File: src/rtl/fp_status_ctl.sv
module fp_status_ctl #(
  parameter int WORD_W = 32,
  parameter int FLAG_W = 5,
  parameter int RM_W   = 3
) (
  input  logic              clk,
  input  logic              rst_n,
  input  logic              req_valid,
  input  logic              req_swap,
  input  logic [1:0]        req_view,
  input  logic [WORD_W-1:0] wdata,
  output logic [WORD_W-1:0] rdata,
  input  logic              acc_valid,
  input  logic [FLAG_W-1:0] acc_flags,
  output logic [RM_W-1:0]   round_mode,
  output logic              round_illegal
);
  localparam int          PAD_W      = WORD_W - FLAG_W - RM_W;
  localparam int          RM_LSB     = FLAG_W;
  localparam logic [1:0]  VIEW_FULL  = 2'd0;
  localparam logic [1:0]  VIEW_RM    = 2'd1;
  localparam logic [1:0]  VIEW_FLAGS = 2'd2;
  localparam logic [RM_W-1:0] RM_MAX_LEGAL = RM_W'(4);

  logic [FLAG_W-1:0] flags_q, flags_sw, flags_d;
  logic [RM_W-1:0]   rm_q, rm_d;
  logic              swap;

  assign swap = req_valid & req_swap;

  always_comb begin
    rm_d     = rm_q;
    flags_sw = flags_q;
    if (swap) begin
      case (req_view)
        VIEW_FULL: begin
          rm_d     = wdata[RM_LSB +: RM_W];
          flags_sw = wdata[FLAG_W-1:0];
        end
        VIEW_RM:    rm_d     = wdata[RM_W-1:0];
        VIEW_FLAGS: flags_sw = wdata[FLAG_W-1:0];
        default: ;
      endcase
    end
    flags_d = flags_sw | (acc_valid ? acc_flags : '0);
  end

  always_ff @(posedge clk) begin
    if (!rst_n) begin
      rm_q    <= '0;
      flags_q <= '0;
    end else begin
      rm_q    <= rm_d;
      flags_q <= flags_d;
    end
  end

  always_comb begin
    case (req_view)
      VIEW_FULL:  rdata = {{PAD_W{1'b0}}, rm_q, flags_q};
      VIEW_RM:    rdata = {{(WORD_W-RM_W){1'b0}}, rm_q};
      VIEW_FLAGS: rdata = {{(WORD_W-FLAG_W){1'b0}}, flags_q};
      default:    rdata = '0;
    endcase
  end

  assign round_mode    = rm_q;
  assign round_illegal = rm_q > RM_MAX_LEGAL;
endmodule

File: config.mk
export PLATFORM = sky130hd
export DESIGN_NAME = fp_status_ctl
export DESIGN_NICKNAME = d
export VERILOG_FILES = /design/src/rtl/fp_status_ctl.sv
export SDC_FILE = /design/constraint.sdc
export NUM_CORES = 1
export LEC_CHECK = 0
export ABC_AREA = 1
export CAP_MARGIN = 25
export CORE_MARGIN = 2
export CORE_UTILIZATION = 27
export CTS_BUF_LIST = sky130_fd_sc_hd__clkbuf_8
export DETAILED_ROUTE_END_ITERATION = 10
export PLACE_DENSITY_LB_ADDON = 0.05
export RECOVER_POWER = 100
export SLEW_MARGIN = 40
export SYNTH_ARGS = -nofsm -noshare
export SYNTH_HDL_FRONTEND = slang
export SYNTH_SLANG_ARGS = --single-unit
export TNS_END_PERCENT = 50
File: constraint.sdc
create_clock -name clk -period 0.85 [get_ports clk]
set_clock_uncertainty 0.1 [all_clocks]
set_input_delay 0.085 -clock clk [delete_from_list [all_inputs] [get_ports clk]]
set_output_delay 0.085 -clock clk [all_outputs]
set_load 0.01 [all_outputs]
==> flow_metrics.tcl <==
set metrics [dict create \
    ctsHtreeMaxLevel 1 \
    hold_viol 0 \
    cts_setup_buffers 0 \
    coreArea_sq_mm 0.002255 \
    finalSetupViolCount 13 \
    grtUsageTotal_pct 13.51 \
    crit_start "round_mode[0]" \
    synth_cell_type_count 11 \
    power_leakage_nw 0.5931 \
    power_density_mw_per_mm2 1189 \
    syn2layout_area_growth_pct 57.84 \
    critical_path_required_ps 660 \
    vias_per_cell 4.011 \
    clk_pin_slew_ps 40 \
    hold_path.class "in -> reg" \
    nets 200 \
    final.min_clock_period_ps 1055 \
    antenna_found_initial 0 \
    finalCritPeriodShare_pct 124.1 \
    die_area_sq_mm 0.002863 \
    regToRegSetupSlack_ps -10 \
    crit_fanout 3 \
    crit_arrival_ps 870 \
    ctsRootBufferMaster "clkbuf_8" \
    fillerInstances 259 \
    final.setup.tns_ps -1865 \
    route.vias.total 730 \
    clkLatencyLatePin_ps 230 \
    dp_cells 179 \
    hold_buffers 0 \
    numCtsBuffers 3 \
    final_cells 182 \
    cts.sinks 8 \
    final_common_cell "nand2_1" \
    outcome "finished with violations" \
    rows 17 \
    critPathKind "reg -> out" \
    drtIter0Drc 12 \
    drtAntennaViolNets 0 \
    rr_startpoint "round_mode[2]" \
    grt_max_degree 7 \
    ys_seq_area_share_pct 24.20 \
    clockBufferDepth 2 \
    drc 0 \
    firstDrtPassIters 3 \
    drive_gt1_share_pct 32.47 \
    chipHeight_um 53.51 \
    place.gp.congestion 0.7496 \
    netlist_instances 109 \
    grt_pass1_vias 655 \
    syn_avg_cell_area_sq_um 6.072 \
    worst_ir_drop_vdd_mv 0.6840 \
    maxCapViolCount 0 \
    min-delay-start "acc_valid" \
    final_cell_mix "nand2_1 (28), conb_1 (24), clkdlybuf4s50_1 (13), inv_1 (11), buf_2 (10)" \
    grt.overflow.total 0 \
    wl_per_cell_um 9.451 \
    io_buffers 31 \
    cts_tree "done" \
    cp-end-kind "output port" \
    ios 80 \
    routed_wl_um 1720 \
    synth_warnings 0 \
    num_antenna_cells 0 \
    dp_hpwl_um 1437 \
    final_max_slew_viol_count 0 \
    grt_pass1_wl_um 2746 \
    dp_slack_ps -814.8 \
    startpoint_type "flop" \
    synth_seq_cells 8 \
    timing.hold.ws_ps 174.0 \
    netlist_area_sq_um 661.9 \
    die_w_um 53.51 \
    fmax_mhz 948.1 \
    rsz0062_at_grt "true" \
    initial_core_util_pct 29.36 \
    violations "negative setup slack" \
    layout_setup_ws_ps -204.7 \
]
==> routing by layer <==
metal	track usage [%]	share of wire, %	up-vias
met3	5.650	9.5	2
li1	-	-	380
met4	5.128	0.58	0
met5	0	0	-
met2	20.16	44	35
met1	17.14	46	313
==> sequential cells by signal, summed over array words and instances, names as in the netlist <==
| register | count |
|---|---|
| flags_q | 5 |
| round_mode | 3 |
==> through the flow <==
stage          instance area [sq um]  util [%]  total power [mW]
2_1_floorplan                  748.2         -            0.6498
3_3_place_gp                    1003     44.51            0.7769
3_5_place_dp                    1003     44.51            0.7765
4_1_cts                         1026     45.51             1.244
5_1_grt                         1045     46.34             1.330
6_report                        1045     46.34             1.242
==> report_power, final <==
part	switching, mW	internal [mW]	leakage, nW	total (mW)
sequential	0.0156	0.404	0.0679	0.420
combinational	0.189	0.168	0.504	0.357
clock	0.158	0.308	0.0216	0.466
total	0.363	0.879	0.593	1.24
==> worst max-delay path, stage by stage (launching register included) <==
cell	delay, ps
dfxtp_2	330
inv_2	60
a21oi_2	120
buf_2	130
==> path summary, 6_finish.rpt <==
| check | endpoint | cells after the start |
|---|---|---|
| setup / recovery | round_illegal | 3 |
| hold / removal | flags_q[1] | 5 |
| setup reg to reg | round_mode[2] | 3 |
| hold reg to reg | flags_q[4] | 4 |
==> final cells by class <==
cell class	count	area, sq um	area share, %
Sequential cell	8	166.4	15.93
Timing Repair Buffer	43	352.8	33.77
Multi-Input combinational cell	82	381.6	36.53
Inverter	18	67.56	6.467
Clock buffer	3	41.29	3.952
Tap cell	28	35.03	3.353
==> repair_timing <==
| action | 4_1_cts | 5_1_grt |
|---|---|---|
| pin swaps | 7 | 1 |
| gates resized for setup | 72 | 16 |
| endpoints found under the setup margin | 20 | 20 |
==> synthesized netlist by cell type, drive strengths merged <==
library cell  instances  area (sq um)
nor2                  8         30.03
o21ai                 4         20.02
nand3                 9         45.04
nand4                 5         31.28
nand2                29         108.9
buf                  24         180.2
conb                  1         3.750
a21oi                 3         15.01
dfxtp                 8         160.2
inv                  18         67.56
==> logic make-up (layout without fill, tap and decap cells) <==
logic type             after synthesis  after routing  share of synthesized area [%]
buffers and inverters               42             64                          37.43
other                                1             24                         0.5666
DFF                                  8              8                          24.20
AOI/OAI and AO/OA                    7              7                          5.292
and+or+nand+nor                     51             51                          32.51
Power figures use the tool's default switching activity.
